[src/rtl/mesi_pkg.sv]
package mesi_pkg;

  typedef enum logic [1:0] {
    ST_I = 2'd0,
    ST_S = 2'd1,
    ST_E = 2'd2,
    ST_M = 2'd3
  } line_st_t;

  typedef enum logic [1:0] {
    OP_NONE = 2'd0,
    OP_RD   = 2'd1,
    OP_RDX  = 2'd2,
    OP_UPGR = 2'd3
  } bus_op_t;

  // Transaction needed by a requester given its own state.
  function automatic bus_op_t pick_op(input line_st_t st, input logic wr);
    bus_op_t op;
    op = OP_NONE;
    if (!wr) begin
      if (st == ST_I) op = OP_RD;
    end else begin
      case (st)
        ST_I:    op = OP_RDX;
        ST_S:    op = OP_UPGR;
        default: op = OP_NONE;
      endcase
    end
    return op;
  endfunction

endpackage

[src/rtl/mesi_prio_arb.sv]
module mesi_prio_arb #(
  parameter int N   = 4,
  parameter int IDW = 2
) (
  input  logic           clk,
  input  logic           rst_n,
  input  logic [N-1:0]   req,
  output logic [N-1:0]   gnt,
  output logic           gnt_any,
  output logic [IDW-1:0] gnt_idx
);

  always_comb begin
    gnt     = '0;
    gnt_idx = '0;
    for (int i = N - 1; i >= 0; i--) begin
      if (req[i]) begin
        gnt     = '0;
        gnt[i]  = 1'b1;
        gnt_idx = IDW'(i);
      end
    end
    gnt_any = |req;
  end

  // at most one grant, and only to a requester
  p_one_grant_r8: assert property (@(posedge clk) disable iff (!rst_n)
    $onehot0(gnt) && ((gnt & ~req) == '0));

endmodule

[src/rtl/mesi_line_cell.sv]
module mesi_line_cell
  import mesi_pkg::*;
#(
  parameter int DW = 8
) (
  input  logic          clk,
  input  logic          rst_n,
  input  logic          granted,
  input  logic          req_write,
  input  logic [DW-1:0] req_wdata,
  input  bus_op_t       bus_op,
  input  logic          others_valid,
  input  logic [DW-1:0] fill_data,
  output line_st_t      st_o,
  output logic [DW-1:0] data_o,
  output logic          supplies_o
);

  line_st_t      st_q, st_n;
  logic [DW-1:0] data_q, data_n;
  logic          upd_en;

  assign upd_en = granted || (bus_op != OP_NONE);

  always_comb begin
    st_n   = st_q;
    data_n = data_q;
    if (granted) begin
      if (req_write) begin
        st_n   = ST_M;
        data_n = req_wdata;
      end else if (st_q == ST_I) begin
        st_n   = others_valid ? ST_S : ST_E;
        data_n = fill_data;
      end
    end else begin
      case (bus_op)
        OP_RD: begin
          if (st_q == ST_M || st_q == ST_E) st_n = ST_S;
        end
        OP_RDX, OP_UPGR: st_n = ST_I;
        default: st_n = st_q;
      endcase
    end
  end

  assign supplies_o = !granted && (st_q == ST_M) &&
                      (bus_op == OP_RD || bus_op == OP_RDX);

  always_ff @(posedge clk or negedge rst_n) begin
    if (!rst_n) begin
      st_q   <= ST_I;
      data_q <= '0;
    end else if (upd_en) begin
      st_q   <= st_n;
      data_q <= data_n;
    end
  end

  assign st_o   = st_q;
  assign data_o = data_q;

  // a granted read miss always lands in a valid clean state
  p_fill_clean_r1: assert property (@(posedge clk) disable iff (!rst_n)
    (granted && !req_write && st_q == ST_I) |=> (st_q == ST_S || st_q == ST_E));

  // a snooped read-for-ownership leaves this cache invalid
  p_rdx_kill_r4: assert property (@(posedge clk) disable iff (!rst_n)
    (!granted && bus_op == OP_RDX) |=> (st_q == ST_I));

endmodule

[src/rtl/mesi_traffic_ctr.sv]
module mesi_traffic_ctr
  import mesi_pkg::*;
#(
  parameter int CW = 16
) (
  input  logic          clk,
  input  logic          rst_n,
  input  bus_op_t       bus_op,
  output logic [CW-1:0] bus_cnt,
  output logic [CW-1:0] xfer_cnt
);

  logic          bus_en, xfer_en;
  logic [CW-1:0] bus_q, xfer_q, bus_n, xfer_n;

  assign bus_en  = (bus_op != OP_NONE);
  assign xfer_en = (bus_op == OP_RD) || (bus_op == OP_RDX);
  assign bus_n   = bus_q + CW'(1);
  assign xfer_n  = xfer_q + CW'(1);

  always_ff @(posedge clk or negedge rst_n) begin
    if (!rst_n) bus_q <= '0;
    else if (bus_en) bus_q <= bus_n;
  end

  always_ff @(posedge clk or negedge rst_n) begin
    if (!rst_n) xfer_q <= '0;
    else if (xfer_en) xfer_q <= xfer_n;
  end

  assign bus_cnt  = bus_q;
  assign xfer_cnt = xfer_q;

  // an upgrade moves no data
  p_upgr_no_xfer_r10: assert property (@(posedge clk) disable iff (!rst_n)
    (bus_op == OP_UPGR) |=> $stable(xfer_q));

endmodule

[src/rtl/mesi_snoop_ctrl.sv]
module mesi_snoop_ctrl
  import mesi_pkg::*;
#(
  parameter int N   = 4,
  parameter int DW  = 8,
  parameter int CW  = 16,
  localparam int IDW = (N > 1) ? $clog2(N) : 1
) (
  input  logic            clk,
  input  logic            rst_n,
  input  logic [N-1:0]    req_valid,
  input  logic [N-1:0]    req_write,
  input  logic [N*DW-1:0] req_wdata,
  output logic [N-1:0]    stall,
  output logic            grant_valid,
  output logic [IDW-1:0]  grant_id,
  output logic [1:0]      bus_op,
  output logic            rd_valid,
  output logic [DW-1:0]   rd_data,
  output logic            c2c_flush,
  output logic [IDW-1:0]  flush_src,
  output logic [N-1:0]    wb_owed,
  output logic [2*N-1:0]  line_state,
  output logic [CW-1:0]   bus_count,
  output logic [CW-1:0]   xfer_count
);

  logic [N-1:0]   gnt;
  logic           gnt_any;
  logic [IDW-1:0] gnt_idx;

  line_st_t       st      [N];
  logic [DW-1:0]  cdata   [N];
  logic [N-1:0]   supplies;
  logic [N-1:0]   valid_v;
  logic [N-1:0]   owner_v;
  logic           others_valid;
  line_st_t       g_st;
  logic           g_wr;
  bus_op_t        op;
  logic           flush_any;
  logic [IDW-1:0] flush_idx;
  logic [DW-1:0]  flush_data;
  logic [DW-1:0]  fill_data;
  logic [DW-1:0]  mem_q, mem_n;
  logic           mem_en;

  mesi_prio_arb #(.N(N), .IDW(IDW)) u_arb (
    .clk     (clk),
    .rst_n   (rst_n),
    .req     (req_valid),
    .gnt     (gnt),
    .gnt_any (gnt_any),
    .gnt_idx (gnt_idx)
  );

  // Requester view
  assign g_st = st[gnt_idx];
  assign g_wr = req_write[gnt_idx];
  assign op   = gnt_any ? pick_op(g_st, g_wr) : OP_NONE;

  always_comb begin
    for (int i = 0; i < N; i++) begin
      valid_v[i] = (st[i] != ST_I);
      owner_v[i] = (st[i] == ST_M) || (st[i] == ST_E);
    end
  end

  assign others_valid = |(valid_v & ~gnt);

  // Dirty-owner data path
  always_comb begin
    flush_idx = '0;
    for (int i = N - 1; i >= 0; i--) begin
      if (supplies[i]) flush_idx = IDW'(i);
    end
  end

  assign flush_any  = |supplies;
  assign flush_data = cdata[flush_idx];
  assign fill_data  = flush_any ? flush_data : mem_q;

  // Per-cache state and data
  for (genvar c = 0; c < N; c++) begin : g_cell
    mesi_line_cell #(.DW(DW)) u_cell (
      .clk          (clk),
      .rst_n        (rst_n),
      .granted      (gnt[c]),
      .req_write    (req_write[c]),
      .req_wdata    (req_wdata[DW*c +: DW]),
      .bus_op       (op),
      .others_valid (others_valid),
      .fill_data    (fill_data),
      .st_o         (st[c]),
      .data_o       (cdata[c]),
      .supplies_o   (supplies[c])
    );
    assign line_state[2*c +: 2] = st[c];
    assign wb_owed[c]           = (st[c] == ST_M);
  end

  // Memory word: refreshed when a dirty owner is downgraded to shared
  assign mem_en = (op == OP_RD) && flush_any;
  assign mem_n  = flush_data;

  always_ff @(posedge clk or negedge rst_n) begin
    if (!rst_n) mem_q <= '0;
    else if (mem_en) mem_q <= mem_n;
  end

  mesi_traffic_ctr #(.CW(CW)) u_ctr (
    .clk      (clk),
    .rst_n    (rst_n),
    .bus_op   (op),
    .bus_cnt  (bus_count),
    .xfer_cnt (xfer_count)
  );

  assign stall       = req_valid & ~gnt;
  assign grant_valid = gnt_any;
  assign grant_id    = gnt_idx;
  assign bus_op      = op;
  assign rd_valid    = gnt_any && !g_wr;
  assign rd_data     = (g_st == ST_I) ? fill_data : cdata[gnt_idx];
  assign c2c_flush   = flush_any;
  assign flush_src   = flush_idx;

  // single-writer invariant
  p_single_writer_r9: assert property (@(posedge clk) disable iff (!rst_n)
    ($countones(owner_v) <= 1) &&
    ((owner_v == '0) || ($countones(valid_v) == 1)));

  // silent E to M upgrade
  p_silent_upgrade_r2: assert property (@(posedge clk) disable iff (!rst_n)
    (gnt_any && g_wr && g_st == ST_E) |=>
      ($stable(bus_count) && $stable(xfer_count) && wb_owed == $past(gnt)));

  // an upgrade leaves only the writer valid
  p_upgrade_clears_r3: assert property (@(posedge clk) disable iff (!rst_n)
    (op == OP_UPGR) |=> ((valid_v & ~$past(gnt)) == '0));

  // only a dirty copy is ever supplied cache-to-cache
  p_flush_dirty_r5: assert property (@(posedge clk) disable iff (!rst_n)
    c2c_flush |-> wb_owed[flush_src]);

  // every transaction is counted once
  p_count_bus_r10: assert property (@(posedge clk) disable iff (!rst_n)
    (op != OP_NONE) |=> (bus_count == $past(bus_count) + CW'(1)));

endmodule

[config.mk]
export PLATFORM = sky130hd
export DESIGN_NAME = mesi_snoop_ctrl
export DESIGN_NICKNAME = d
export VERILOG_FILES = /design/src/rtl/mesi_pkg.sv /design/src/rtl/mesi_prio_arb.sv /design/src/rtl/mesi_line_cell.sv /design/src/rtl/mesi_traffic_ctr.sv /design/src/rtl/mesi_snoop_ctrl.sv
export SDC_FILE = /design/constraint.sdc
export NUM_CORES = 1
export LEC_CHECK = 0
export ABC_CLOCK_PERIOD_IN_PS = 4800
export BUFFER_PORTS_ARGS = -buffer_cell sky130_fd_sc_hd__buf_2
export CAP_MARGIN = 20
export CORE_MARGIN = 2
export CORE_UTILIZATION = 35
export DETAILED_ROUTE_END_ITERATION = 12
export PLACE_DENSITY = 0.65
export REMOVE_ABC_BUFFERS = 1
export SKIP_CTS_REPAIR_TIMING = 1
export SLEW_MARGIN = 25
export SYNTH_ARGS = -nofsm -noshare
export SYNTH_HDL_FRONTEND = slang
export SYNTH_HIERARCHICAL = 1
export SYNTH_SLANG_ARGS = --single-unit
[constraint.sdc]
create_clock -name clk -period 4.8 [get_ports clk]
set_input_delay 0.24 -clock clk [delete_from_list [all_inputs] [get_ports clk]]
set_output_delay 0.24 -clock clk [all_outputs]
set_load 0.02 [all_outputs]
After elaboration in Yosys (flattened, before gate mapping)
Cells that the tools add are included.
{ "word_totals": {"regBits": 80, "inputBits": 42, "output_inout_bits": 65, "wordCells": 153} }
{ "classes": {"n_addsub": 2, "n_lt_le_gt_ge": 3, "eq_ne": 20, "n_mux": 58, "n_bitwise": 5, "n_reduce_logical": 54} }
{ "ops": {"columns": ["cell", "count"], "rows": [
  ["8-bit 2-to-1 mux", 14],
  ["2-bit 2-to-1 mux", 29],
  ["16-bit by 1-bit adder with 16-bit output, second input constant", 2],
  ["8-bit binary-select mux with 2-bit select", 2],
  ["2-bit equality test, second input constant", 10],
  ["2-bit one-hot mux with 2 select lines", 5],
  ["2-bit nonzero test", 9],
  ["4-bit 2-to-1 mux", 4],
  ["4-bit AND reduction", 4],
  ["3-bit by 2-bit != test with 1-bit output, second input constant", 4],
  ["3-bit != test, second input constant", 4],
  ["3-bit AND reduction", 4],
  ["3-bit nonzero test", 4],
  ["4-bit OR reduction", 3],
  ["1-bit logical AND", 10],
  ["2-bit logical NOT", 5],
  ["1-bit logical OR", 9],
  ["4-bit AND", 2],
  ["3-bit greater-or-equal comparator, second input constant", 2],
  ["2-bit inverter with 3-bit output", 2],
  ["1-bit logical NOT", 5],
  ["2-bit binary-select mux with 2-bit select", 1],
  ["2-bit by 1-bit equality test with 1-bit output, second input constant", 2],
  ["4-bit inverter", 1],
  ["4 further kinds", 5]
]} }

Logic depth before layout (Yosys ltp)
Gate-level depths: netlist (run 1).
{ "logic_depth": {"ltp_word": 26, "mapped_depth": 15, "depth_no_buf": 13} }

By module
Netlist (run 1), hierarchy kept.
{ "modules_own_cells": {"columns": ["mod", "n_inst", "cells_each", "area_per_inst_um2", "seq_area_each_um2"], "rows": [
  ["mesi_line_cell", 4, 58, 603.1, 250.2],
  ["mesi_traffic_ctr", 1, 113, 1411.4, 800.8],
  ["mesi_snoop_ctrl", 1, 132, 1281.2, 200.2],
  ["mesi_prio_arb", 1, 10, 58.8, 0.0]
]} }

Least setup slack after synthesis (run 1)
OpenSTA, ideal clock, no wires.
{ "synth_path": {"path_type": "input-to-reg", "from": "in req_valid[0]", "to": "reg mem_q[0]", "setup_ns": 0.125, "t_arrival_ns": 4.723, "required_ns": 4.675, "path_slack_ns": -0.048, "stages": 14, "n_path_buf": 3, "cell_sequence": "nor3_1 -> buf_2 -> mux4_2 -> xor2_1 -> nor2_1 -> inv_1 -> ha_1 -> and4b_1 -> or2_1 -> clkbuf_1 -> nor3_2 -> or4_1 -> buf_6 -> mux2_4"} }
{ "synth_via": {"word_cells_on_any_way": 40, "classes_between": "eq/ne: 3; mux: 18; bitwise: 2; reduce/logical: 17"} }
{ "synth_rtl": {"columns": ["element", "line_no", "text"], "rows": [
  ["from (decl)", "mesi_snoop_ctrl.sv:11", "input logic [N-1:0] req_valid,"],
  ["2-bit 2-to-1 mux", "mesi_prio_arb.sv:17", "if (req[i]) begin"],
  ["2-bit inverter with 3-bit output (implied by the code)", "mesi_snoop_ctrl.sv:58", "assign g_st = st[gnt_idx];"],
  ["2-bit binary-select mux with 2-bit select", "mesi_snoop_ctrl.sv:58", null],
  ["2-bit 2-to-1 mux (implied by the code) (2 in series)", "mesi_snoop_ctrl.sv:58", null],
  ["2-bit by 1-bit equality test with 1-bit output / 2-bit logical NOT (equally long branches)", "mesi_pkg.sv:24, mesi_pkg.sv:22", null],
  ["2-bit one-hot mux with 2 select lines / 1-bit 2-to-1 mux (equally long branches)", "mesi_pkg.sv:24, mesi_pkg.sv:22", null],
  ["2-bit 2-to-1 mux", "mesi_pkg.sv:21", "if (!wr) begin"],
  ["2-bit 2-to-1 mux *", "mesi_snoop_ctrl.sv:60", "assign op = gnt_any ? pick_op(g_st, g_wr) : OP_NONE;"],
  ["net bus_op[0]", "mesi_snoop_ctrl.sv:17", "output logic [1:0] bus_op,"],
  ["2-bit by 1-bit equality test with 1-bit output / 2-bit equality test (equally long branches)", "mesi_line_cell.sv:48", "(bus_op == OP_RD || bus_op == OP_RDX);"],
  ["1-bit logical OR *", "mesi_line_cell.sv:48", null],
  ["1-bit logical AND *", "mesi_line_cell.sv:47", "assign supplies_o = !granted && (st_q == ST_M) &&"],
  ["net supplies[1]", "mesi_snoop_ctrl.sv:34", "logic [N-1:0] supplies;"],
  ["2-bit 2-to-1 mux (2 in series)", "mesi_snoop_ctrl.sv:75", "if (supplies[i]) flush_idx = IDW'(i);"],
  ["2-bit inverter with 3-bit output (implied by the code)", "mesi_snoop_ctrl.sv:80", "assign flush_data = cdata[flush_idx];"],
  ["8-bit binary-select mux with 2-bit select", "mesi_snoop_ctrl.sv:80", null],
  ["8-bit 2-to-1 mux (implied by the code) (2 in series)", "mesi_snoop_ctrl.sv:80", null],
  ["to (signal assigned)", "mesi_snoop_ctrl.sv:108", "else if (mem_en) mem_q <= mem_n;"],
  ["to (decl)", "mesi_snoop_ctrl.sv:45", "logic [DW-1:0] mem_q, mem_n;"]
]} }
The timed path passes the listed nets; every way through them passes the cells marked *. The select of a mux whose other input is x is not followed.
A chain may end at the register's enable or synchronous reset.

Final worst setup path (run 1)
{ "layout_path": {"from": "in req_valid[2]", "to": "out rd_data[7]"} }
{ "layout_via": {"word_cells_on_any_way": 48, "classes_between": "eq/ne: 3; mux: 27; bitwise: 2; reduce/logical: 16"} }
{ "layout_rtl": {"columns": ["element", "line_no", "text"], "rows": [
  ["2-bit 2-to-1 mux (3 in series)", "mesi_prio_arb.sv:17", null],
  ["2-bit inverter with 3-bit output (implied by the code)", "mesi_snoop_ctrl.sv:58", null],
  ["2-bit binary-select mux with 2-bit select", "mesi_snoop_ctrl.sv:58", null],
  ["2-bit 2-to-1 mux (implied by the code) (2 in series)", "mesi_snoop_ctrl.sv:58", null],
  ["2-bit by 1-bit equality test with 1-bit output / 2-bit logical NOT (equally long branches)", "mesi_pkg.sv:24, mesi_pkg.sv:22", null],
  ["2-bit one-hot mux with 2 select lines / 1-bit 2-to-1 mux (equally long branches)", "mesi_pkg.sv:24, mesi_pkg.sv:22", null],
  ["2-bit 2-to-1 mux", "mesi_pkg.sv:21", null],
  ["2-bit 2-to-1 mux", "mesi_snoop_ctrl.sv:60", null],
  ["[3 not listed]", null, null],
  ["net supplies[0]", "mesi_snoop_ctrl.sv:34", null],
  ["2-bit 2-to-1 mux", "mesi_snoop_ctrl.sv:75", null],
  ["2-bit inverter with 3-bit output (implied by the code)", "mesi_snoop_ctrl.sv:80", null],
  ["8-bit binary-select mux with 2-bit select", "mesi_snoop_ctrl.sv:80", null],
  ["8-bit 2-to-1 mux (implied by the code) (2 in series)", "mesi_snoop_ctrl.sv:80", null],
  ["8-bit 2-to-1 mux *", "mesi_snoop_ctrl.sv:81", "assign fill_data = flush_any ? flush_data : mem_q;"],
  ["net fill_data[7]", "mesi_snoop_ctrl.sv:44", "logic [DW-1:0] fill_data;"],
  ["8-bit 2-to-1 mux *", "mesi_snoop_ctrl.sv:124", "assign rd_data = (g_st == ST_I) ? fill_data : cdata[gnt_idx];"],
  ["to (decl)", "mesi_snoop_ctrl.sv:19", "output logic [DW-1:0] rd_data,"]
]} }
Marks and branches as above.

==> key figures, run 1 <==
Critical path
  • Arrival time at the worst endpoint: 4320 ps
  • Critical Path Sink Type: output pin
  • Worst Path Required: 4560 ps
  • Reg2reg start: g_cell[3].u_cell/st_o[1]
  • R2r worst-path depth: 11
  • CP startpoint kind: input port
  • CP Max Fanout: 15
  • Worst flop-to-flop path endpoint: mem_q[3]
  • R2R setup slack: 960 ps
  • Critical Path Sink: rd_data[7]
  • Setup CP Type: input port to output pin
  • Critical path origin: req_valid[2]

Global routing
  • Grt ovf: 0
  • First-pass GRT wire length: 24700 µm
  • Vias in the first global route: 4532
  • Initial antenna violation count: 0
  • GRT Overall Usage: 19.8%
  • Largest net degree at the start of global routing: 81

Power
  • Internal power: 1.64 mW
  • Sw frac: 36.7%
  • Max VDD drop: 0.206 mV
  • Total power: 2.59 mW
  • Sequential share of power: 41.7%
  • Clk network pwr share: 26.6%
  • Pwr/cell area: 415 nW/µm²
  • Switching power: 0.950 mW
  • Logic pwr share: 31.7%
  • Lkg Pwr: 2.79 nW

Place
  • Placer Congestion: 0.872
  • Post-DP HPWL: 11000 µm
  • Pre-CTS worst setup slack: 214 ps
  • IO buf count: 106

Run status
  • Failing checks: negative hold slack
  • Run status: complete, but fails checks

Yosys
  • Post-synth top area share: 38.8%
  • Seq cells post-synth: 80
  • Synth Instances: 487
  • Area leader, netlist: dfrtp_1
  • Ranking of synthesized cells by area: dfrtp_1, mux2i_1, ha_1
  • Seq/Total Area, Yosys: 38.8%
  • Mapped Avg Cell Area: 10.6 µm²
  • Netlist Area Pre-Place: 5160 µm²
  • Ys Warns: 6
  • Synth Flop Type: dfrtp_1
  • Post-synth EDFFs: 0
  • Post-synth ARST share: 100%
  • Netlist cell types: 54

Finish
  • Filler cells: 1376
  • Fraction of layout cells with a size suffix above 1: 31.2%
  • Layout net count: 656
  • FF/Latch Area: 2000 µm²
  • Commonest non-fill, non-tap cell in the layout: buf_2
  • Area growth, synth to finish: 20.8%
  • Footprint of the multi-input gates: 2980 µm²
  • Fin util: 43.1%
  • Diode count: 0
  • Commonest non-fill, non-tap cells in the layout: buf_2, dfrtp_1, a21oi_1

Drt
  • Vias per cell: 5.65
  • # DRC: 0
  • TritonRoute pass-1 iters: 5
  • Mean routed wirelength per cell: 19.6 µm
  • Via count: 4429
  • Routed Wire Length: 15300 µm
  • Initial DRC count: 377
  • Antenna viol nets, final: 0

Clock tree
  • CTS sink count: 80
  • Clock buffer depth: 2
  • Root buf cell: clkbuf_16
  • Clock H-tree levels: 3
  • CTS buffer count: 9
  • CTS tree: done
  • Clock transition at path regs: 60 ps
  • Worst-Skew Late Latency: 350 ps

Hold path
  • HP Class: input port to asynchronous set/reset pin

STA
  • Least-Margin Pin Slew: 866 ps
  • Final Setup Violations: 0
  • Fin. max-slew vios: 0
  • Fmax: 219 MHz
  • Final Hold Fails: 80
  • Final Critical Period: 4560 ps
  • Layout Skew: 7.67 ps
  • Hold slack: -70.7 ps
  • RSZ-0062 raised after global routing: false
  • Final Cycle Share: 95.0%
  • Worst setup margin: 238 ps
  • Slew margin rel.: 42.2%
  • Setup TNS: 0 ps

Die
  • Die Ht: 125 µm
  • Starting Density: 35.7%
  • Die area: 15700 µm²
  • Num rows: 44
  • Num ports: 107
  • Die span in x: 125 µm
  • Placeable Area: 14500 µm²

Run
  • Max_cap viols: 0
-- layer usage --
| metal | track usage (%) | routed length, µm |
|---|---|---|
| met1 | 27.5 | 6890 |
| met2 | 30.2 | 7140 |
| met3 | 4.84 | 1030 |
| met4 | 6.93 | 276 |
| met5 | 0 | 0 |
-- layout make-up --
type | instances | area share (%)
clock buffers | 11 | 3.73
clock inverters | 5 | 0.923
inverters | 13 | 0.782
multi-input cells | 366 | 47.7
flip-flops and latches | 80 | 32.1
well taps | 184 | 3.69
repair buffers | 125 | 11.1
-- cells in the mapped netlist, types with 7 or more instances --
| cell type | number |
|---|---|
| a21oi_1 | 41 |
| a221oi_1 | 8 |
| a31oi_1 | 32 |
| buf_2 | 13 |
| clkbuf_1 | 7 |
| dfrtp_1 | 80 |
| ha_1 | 19 |
| inv_1 | 13 |
| mux2_2 | 10 |
| mux2_4 | 8 |
| mux2i_1 | 34 |
| mux4_2 | 10 |
| nand2_1 | 15 |
| nand2b_1 | 17 |
| nand4_1 | 7 |
| nor2_1 | 23 |
| nor2b_1 | 7 |
| o21ai_0 | 8 |
| o221ai_1 | 9 |
| o22ai_1 | 8 |
| o2bb2ai_1 | 8 |
| o31ai_1 | 8 |
| xnor2_1 | 22 |
| xor2_1 | 8 |
-- flip-flops by register name (all words and copies together) (netlist names) --
| signal | flops |
|---|---|
| u_ctr/xfer_cnt | 16 |
| g_cell.u_cell/data_o | 32 |
| u_ctr/bus_cnt | 16 |
| g_cell.u_cell/st_o | 8 |
| mem_q | 8 |
-- how the worst min path moves through the flow --
stage,start,end,slack (ps),depth (start not counted)
3_3_place_gp,u_ctr/xfer_cnt[15],u_ctr/xfer_cnt[15],460,1
2_1_floorplan,rst_n,g_cell[0].u_cell/data_o[0],-60,0
5_1_grt,rst_n,g_cell[1].u_cell/data_o[7],0.05,1
6_report,rst_n,g_cell[3].u_cell/data_o[2],-70,1
3_5_place_dp,u_ctr/xfer_cnt[15],u_ctr/xfer_cnt[15],460,1
4_1_cts,rst_n,g_cell[1].u_cell/data_o[7],130,1
-- power by group through the flow --
stage	clock network [mW]	registers, mW	logic (mW)
finish	0.689	1.08	0.820
global route	0.732	1.10	0.898
CTS	0.707	1.07	0.820
detailed placement	0	1.08	0.815
global placement	0	1.07	0.795
floorplan	0	1.07	0.509
-- metrics by stage --
stage               std cells  cell area (µm²)
floorplan                 459             5010
global placement          768             5940
detailed placement        768             5940
CTS                       784             6230
global route              784             6240
finish                    784             6240
-- worst max-delay path: stages --
cell and delay [ps]:
buf_2 130, nand2b_1 140, a21oi_1 290, buf_12 200, mux4_2 560, xor2_1 190
nor2_2 200, buf_4 210, inv_1 70, ha_1 280, and4b_1 270, or2_1 380
nor3_2 290, buf_4 240, o2bb2ai_1 250, mux2_2 230, buf_2 150
-- cells by family (layout without fill, tap and decap cells) --
logic type	Yosys count	after routing	synth area share, %
adders and majority gates	19	19	4.60
muxes	66	66	16.3
AOI/OAI and AO/OA	133	133	17.6
buffers and inverters	41	154	3.97
xor gates and xnor gates	31	31	5.40
DFF	80	80	38.8
and+or+nand+nor	117	117	13.3
No activity file was read; power rests on OpenSTA's default activity.
==> run 2, diff against run 1 <==
--- a/config.mk
+++ b/config.mk
@@ -8,10 +8,12 @@
 export ABC_CLOCK_PERIOD_IN_PS = 4800
 export BUFFER_PORTS_ARGS = -buffer_cell sky130_fd_sc_hd__buf_2
 export CAP_MARGIN = 20
+export CELL_PAD_IN_SITES_DETAIL_PLACEMENT = 0
+export CELL_PAD_IN_SITES_GLOBAL_PLACEMENT = 1
 export CORE_MARGIN = 2
 export CORE_UTILIZATION = 35
 export DETAILED_ROUTE_END_ITERATION = 12
-export PLACE_DENSITY = 0.65
+export PLACE_DENSITY = 0.78
 export REMOVE_ABC_BUFFERS = 1
 export SKIP_CTS_REPAIR_TIMING = 1
 export SLEW_MARGIN = 25
==> run 2 against run 1 <==
  * The run now ends clean
  * Fmax is 1.9% higher
  * Design area is 0.48% higher
  * Clock-buffer cell count stayed put
  * Wire length is 1.6% higher
  * Critical path depth is 1 lower
  * Global-route usage is 0.44 points higher
  * Sequential power hardly changed
  * Utilization is 0.21 points higher
  * Final cell count is 0.38% higher
  * Critical path type unchanged
  * Highest routed layer unchanged
==> key figures, run 2 (synthesis gave the netlist of run 1 again) <==
Run status
  • Run status: finished clean (was complete, but fails checks)

Critical path
  • CP startpoint kind: input port (unchanged)
  • CP max stage cell: mux4_2 (unchanged)
  • R2r worst-path depth: 11 (unchanged)
  • Critical Path Sink: rd_data[5] (was rd_data[7])
  • Setup CP Type: input port to output pin (unchanged)
  • Critical path origin: req_valid[2] (unchanged)
  • CP peak stage delay: 610 ps (was 560 ps)
  • Reg2reg start: g_cell[3].u_cell/st_o[1] (unchanged)
  • Critical Path Sink Type: output pin (unchanged)
  • Worst flop-to-flop path endpoint: mem_q[2] (was mem_q[3])
  • Arrival time at the worst endpoint: 4240 ps (was 4320 ps)
  • CP Max Fanout: 10 (was 15)
  • R2R setup slack: 880 ps (was 960 ps)
  • Critical path cell sequence: buf_2 -> nand2b_1 -> a21oi_1 -> mux4_2 -> xor2_1 -> nor2_1 -> buf_4 -> inv_1 -> ha_1 -> and4b_1 -> or2_1 -> nor3_2 -> buf_4 -> o2bb2ai_1 -> mux2_2 -> buf_2 (was buf_2 -> nand2b_1 -> a21oi_1 -> buf_12 -> mux4_2 -> xor2_1 -> nor2_2 -> buf_4 -> inv_1 -> ha_1 -> and4b_1 -> or2_1 -> nor3_2 -> buf_4 -> o2bb2ai_1 -> mux2_2 -> buf_2)
  • Worst Path Required: 4560 ps (about the same)

Finish
  • Layout net count: 659 (was 656)
  • Commonest non-fill, non-tap cell in the layout: buf_2 (unchanged)
  • Layout Cells excl Fill: 787 (was 784)
  • Fin util: 43.3% (was 43.1%)
  • Diode count: 0 (unchanged)
  • Area growth, synth to finish: 21.4% (was 20.8%)
  • Commonest non-fill, non-tap cells in the layout: buf_2, dfrtp_1, a21oi_1 (unchanged)
  • Filler cells: 1393 (was 1376)
  • Fraction of layout cells with a size suffix above 1: 31.2% (about the same)
  • Max reg flops: 32 (unchanged)

Drt
  • Routed Wire Length: 15600 µm (was 15300 µm)
  • Mean routed wirelength per cell: 19.8 µm (was 19.6 µm)
  • Antenna viol nets, final: 0 (unchanged)
  • Via count: 4485 (was 4429)
  • # DRC: 0 (unchanged)
  • TritonRoute pass-1 iters: 5 (unchanged)
  • Initial DRC count: 328 (was 377)
  • Vias per cell: 5.70 (was 5.65)

STA
  • Slew margin rel.: 38.2% (was 42.2%)
  • Fmax: 223 MHz (was 219 MHz)
  • Fin. max-slew vios: 0 (unchanged)
  • Layout Skew: 12.5 ps (was 7.67 ps)
  • RSZ-0062 raised after global routing: false (unchanged)
  • Least-Margin Pin Slew: 927 ps (was 866 ps)
  • Final Cycle Share: 93.3% (was 95.0%)
  • Final Critical Period: 4480 ps (was 4560 ps)
  • Final Hold Fails: 0 (was 80)
  • Final Setup Violations: 0 (unchanged)

Hold path
  • WHS Path Cells: 3
  • HP Class: input port to flip-flop (was input port to asynchronous set/reset pin)

Clock tree
  • Worst-Skew Late Latency: 350 ps (about the same)
  • CTS tree: done (unchanged)
  • Clock H-tree levels: 3 (unchanged)
  • Root buf cell: clkbuf_16 (unchanged)
  • Clock buffer depth: 2 (unchanged)
  • CTS buffer count: 9 (unchanged)
  • CTS sink count: 80 (unchanged)
  • Clock transition at path regs: 70 ps (was 60 ps)

Place
  • IO buf count: 106 (unchanged)
  • Post-Place Cells: 770 (was 768)
  • Placer Congestion: 0.837 (was 0.872)
  • Post-DP HPWL: 10800 µm (was 11000 µm)

Global routing
  • GRT Overall Usage: 20.2% (was 19.8%)
  • Initial antenna violation count: 0 (unchanged)
  • Vias in the first global route: 4548 (was 4532)
  • Largest net degree at the start of global routing: 65 (was 81)
  • Grt ovf: 0 (unchanged)
  • First-pass GRT wire length: 25000 µm (was 24700 µm)

Run
  • Max_cap viols: 0 (unchanged)

Die
  • Die span in x: 125 µm (unchanged)
  • Die area: 15700 µm² (unchanged)
  • Starting Density: 35.7% (unchanged)
  • Num ports: 107 (unchanged)
  • Num rows: 44 (unchanged)
  • Die Ht: 125 µm (unchanged)
  • Placeable Area: 14500 µm² (unchanged)

Power
  • Sequential share of power: 40.5% (was 41.7%)
  • Internal power: 1.70 mW (was 1.64 mW)
  • Max VDD drop: 0.282 mV (was 0.206 mV)
  • Clk network pwr share: 28.1% (was 26.6%)
  • Pwr/cell area: 424 nW/µm² (was 415 nW/µm²)
  • Logic pwr share: 31.4% (was 31.7%)
  • Switching power: 0.952 mW (was 0.950 mW)
  • Sw frac: 35.9% (was 36.7%)
  • Lkg Pwr: 2.82 nW (was 2.79 nW)
-- run 2: cell types whose count changed in the layout (fill, tap and decap cells not counted), sizes merged --
cell | previous run | this run
buf | 125 | 127
clkinv | 1 | 2
bufinv | 1 | 2
dlygate4sd3 | 0 | 1
clkinvlp | 3 | 1
-- run 2: per-stage QoR --
step                      cell area, µm²  hold WS, ps  worst slack [ps]  power [mW]  setup TNS (ps)
after global placement              5940          116               557        1.88               0
after detailed placement            5940          119               386        1.91               0
after CTS                           6260         -252               368        2.67               0
after floorplan                     5010        -55.6              -964        1.58          -36030
final                               6270          214               324        2.65               0
after global routing                6270          226              22.4        2.81               0
-- run 2: power by group through the flow --
stage	Clock, mW	Sequential [mW]	Combinational (mW)
after floorplan	0	1.07	0.509
after global placement	0	1.07	0.812
after detailed placement	0	1.08	0.832
after CTS	0.760	1.07	0.836
after global routing	0.789	1.11	0.910
final	0.745	1.08	0.835
-- run 2: layout make-up --
class                           count  area, µm²  area share (%)
Tap cell                          184        230            3.67
Inverter                           13       48.8           0.778
Timing Repair Buffer              128        701            11.2
Sequential cell                    80       2000            31.9
Multi-Input combinational cell    366       2970            47.4
Clock buffer                       11        233            3.71
Clock inverter                      5       81.3            1.30
-- run 2: worst max-delay path: cells and delay by family --
family | cells | cell delay (ps)
AO/OA/AOI/OAI | 2 | 660
XOR/XNOR | 1 | 180
adder cells (fa/ha/maj) | 1 | 290
buffers and inverters | 5 | 760
multiplexers | 2 | 850
AND/OR/NAND/NOR | 5 | 1240
-- run 2: worst min path at each step --
stage / end / slack [ps] / from
floorplan: g_cell[0].u_cell/data_o[0] / -60 / rst_n
global placement: g_cell[1].u_cell/data_o[3] / 120 / rst_n
detailed placement: g_cell[1].u_cell/data_o[3] / 120 / rst_n
CTS: g_cell[1].u_cell/data_o[3] / -250 / rst_n
global route: g_cell[3].u_cell/data_o[1] / 230 / req_wdata[25]
finish: g_cell[1].u_cell/data_o[4] / 210 / req_wdata[12]
-- run 2: routing by layer --
metal  vias up  track usage (%)  share of wire [%]
met2       161             31.0                 46
met3        31             3.89                6.1
met1      2229             28.1                 45
met5         -                0                  0
met4         0             8.30                2.2
li1       2064                -                  -
==> run 3, diff against run 2 <==
--- a/config.mk
+++ b/config.mk
@@ -11,9 +11,9 @@
 export CELL_PAD_IN_SITES_DETAIL_PLACEMENT = 0
 export CELL_PAD_IN_SITES_GLOBAL_PLACEMENT = 1
 export CORE_MARGIN = 2
-export CORE_UTILIZATION = 35
+export CORE_UTILIZATION = 25
 export DETAILED_ROUTE_END_ITERATION = 12
-export PLACE_DENSITY = 0.78
+export PLACE_DENSITY = 0.62
 export REMOVE_ABC_BUFFERS = 1
 export SKIP_CTS_REPAIR_TIMING = 1
 export SLEW_MARGIN = 25
==> run 3 against run 2 <==
  * Fmax is 0.23% lower
  * First-iteration DRC count shrank 6.4%
  * Critical path type unchanged
  * Total power decreased by 0.44%
  * Register-to-register slack lost 160 ps
  * Utilization is 12 points lower
  * Critical endpoint is now rd_data[4]
==> key figures, run 3 (synthesis gave the netlist of run 1 again) <==
Power
  • Lkg Pwr: 2.83 nW (was 2.82 nW)
  • Max VDD drop: 0.191 mV (was 0.282 mV)
  • Switching power: 0.968 mW (was 0.952 mW)
  • Clk network pwr share: 27.8% (was 28.1%)
  • Internal power: 1.67 mW (was 1.70 mW)
  • Pwr/cell area: 413 nW/µm² (was 424 nW/µm²)
  • Sequential share of power: 40.7% (was 40.5%)
  • Logic pwr share: 31.5% (was 31.4%)
  • Sw frac: 36.6% (was 35.9%)

STA
  • Fin. max-slew vios: 0 (unchanged)
  • Worst setup margin: 313 ps (was 324 ps)
  • Final Setup Violations: 0 (unchanged)
  • Final Critical Period: 4490 ps (was 4480 ps)
  • Least-Margin Pin Slew: 960 ps (was 927 ps)
  • Final Cycle Share: 93.5% (was 93.3%)
  • Fmax: 223 MHz (about the same)
  • Setup TNS: 0 ps (unchanged)
  • Layout Skew: 11.3 ps (was 12.5 ps)
  • RSZ-0062 raised after global routing: false (unchanged)
  • Slew margin rel.: 35.9% (was 38.2%)
  • Hold slack: 221 ps (was 214 ps)
  • Final Hold Fails: 0 (unchanged)

Critical path
  • Critical path origin: req_valid[2] (unchanged)
  • R2R setup slack: 720 ps (was 880 ps)
  • Delay-heaviest family, CP: simple AND/OR/NAND/NOR gates (unchanged)
  • Critical Path Sink Type: output pin (unchanged)
  • Setup CP Type: input port to output pin (unchanged)
  • Worst Path Required: 4560 ps (about the same)
  • Arrival time at the worst endpoint: 4250 ps (was 4240 ps)
  • CP peak stage delay: 600 ps (was 610 ps)
  • CP Max Fanout: 8 (was 10)
  • CP max stage cell: mux4_2 (unchanged)
  • CP bufs+invs: 4 (was 5)
  • CP startpoint kind: input port (unchanged)
  • Critical path cell sequence: buf_2 -> nand2b_1 -> a21oi_2 -> mux4_2 -> xor2_1 -> nor2_2 -> inv_1 -> ha_1 -> and4b_1 -> buf_4 -> nand2b_1 -> o221ai_1 -> o2bb2ai_1 -> mux2_2 -> buf_2 (was buf_2 -> nand2b_1 -> a21oi_1 -> mux4_2 -> xor2_1 -> nor2_1 -> buf_4 -> inv_1 -> ha_1 -> and4b_1 -> or2_1 -> nor3_2 -> buf_4 -> o2bb2ai_1 -> mux2_2 -> buf_2)
  • Reg2reg start: g_cell[2].u_cell/st_o[0] (was g_cell[3].u_cell/st_o[1])

Finish
  • Fin area: 6400 µm² (was 6270 µm²)
  • Layout net count: 661 (was 659)
  • Diode count: 0 (unchanged)
  • Area growth, synth to finish: 24.0% (was 21.4%)
  • Commonest non-fill, non-tap cell in the layout: buf_2 (unchanged)
  • Commonest non-fill, non-tap cells in the layout: buf_2, dfrtp_1, a21oi_1 (unchanged)
  • Fraction of layout cells with a size suffix above 1: 32.2% (was 31.2%)
  • Max reg flops: 32 (unchanged)
  • Filler cells: 2082 (was 1393)

Drt
  • Mean routed wirelength per cell: 19.3 µm (was 19.8 µm)
  • Initial DRC count: 307 (was 328)
  • Via count: 4480 (was 4485)
  • Vias per cell: 5.12 (was 5.70)
  • Antenna viol nets, final: 0 (unchanged)
  • # DRC: 0 (unchanged)
  • TritonRoute pass-1 iters: 4 (was 5)
  • Routed Wire Length: 16900 µm (was 15600 µm)

Clock tree
  • Clock transition at path regs: 70 ps (about the same)
  • CTS tree: done (unchanged)
  • Clock H-tree levels: 3 (unchanged)
  • CTS sink count: 80 (unchanged)
  • Worst-Skew Late Latency: 340 ps (was 350 ps)
  • CTS buffer count: 9 (unchanged)
  • Clock buffer depth: 2 (unchanged)
  • Root buf cell: clkbuf_16 (unchanged)

Hold path
  • Hold path start: req_wdata[25] (was req_wdata[12])
  • HP Class: input port to flip-flop (unchanged)

Place
  • Post-DP HPWL: 12000 µm (was 10800 µm)
  • IO buf count: 106 (unchanged)
  • Pre-CTS worst setup slack: 62.2 ps (was 386 ps)
  • Placement Cell Area: 6070 µm² (was 5940 µm²)
  • Placer Congestion: 0.867 (was 0.837)

Global routing
  • Vias in the first global route: 4550 (was 4548)
  • Largest net degree at the start of global routing: 49 (was 65)
  • GRT Overall Usage: 15.6% (was 20.2%)
  • First-pass GRT wire length: 26600 µm (was 25000 µm)
  • Initial antenna violation count: 0 (unchanged)
  • Grt ovf: 0 (unchanged)

Run
  • Max_cap viols: 0 (unchanged)

Die
  • Num ports: 107 (unchanged)
  • Num rows: 52 (was 44)
  • Die Ht: 148 µm (was 125 µm)
  • Die area: 21800 µm² (was 15700 µm²)
  • Placeable Area: 20200 µm² (was 14500 µm²)
  • Starting Density: 25.5% (was 35.7%)
  • Die span in x: 148 µm (was 125 µm)

Run status
  • Run status: finished clean (unchanged)
-- run 3: per-stage QoR --
step / cells / power (mW) / util (%)
after floorplan: 459 / 1.58 / -
after global placement: 858 / 1.89 / 30.0
after detailed placement: 858 / 1.91 / 30.0
after CTS: 874 / 2.67 / 31.5
after global routing: 875 / 2.80 / 31.6
final: 875 / 2.64 / 31.6
-- run 3: final timing paths --
check	end	depth (start not counted)
worst max-delay path	rd_data[4]	15
worst min-delay path	g_cell[3].u_cell/data_o[1]	3
worst max register to register	mem_q[4]	12
worst min register to register	u_ctr/bus_cnt[15]	1
max in group asynchronous	g_cell[1].u_cell/data_o[5]	3
min in group asynchronous	u_ctr/bus_cnt[13]	2
-- run 3: power groups by stage --
stage	Combinational (mW)	Sequential, mW	Clock [mW]
2_1_floorplan	0.509	1.07	0
3_3_place_gp	0.814	1.07	0
3_5_place_dp	0.830	1.08	0
4_1_cts	0.834	1.07	0.759
5_1_grt	0.911	1.11	0.783
6_report	0.833	1.08	0.734
-- run 3: layout make-up --
type	count	area [µm²]	area share (%)
repair buffers	130	716	11.2
flip-flops and latches	80	2000	31.3
well taps	270	338	5.28
multi-input cells	366	2980	46.6
clock inverters	5	63.8	0.997
clock buffers	11	253	3.95
inverters	13	48.8	0.762
-- run 3: layer usage --
layer | vias up | wire length [µm] | GRT usage (%) | share of wire (%)
li1 | 2064 | - | - | -
met1 | 2221 | 7810 | 22.2 | 46
met2 | 175 | 7700 | 23.8 | 46
met3 | 20 | 1100 | 3.43 | 6.5
met4 | 0 | 246 | 4.81 | 1.5
met5 | - | 0 | 0 | 0
-- run 3: worst min-delay path, cell delays in order --
cell and delay (ps):
buf_2 70, mux2i_1 50, a31oi_1 150
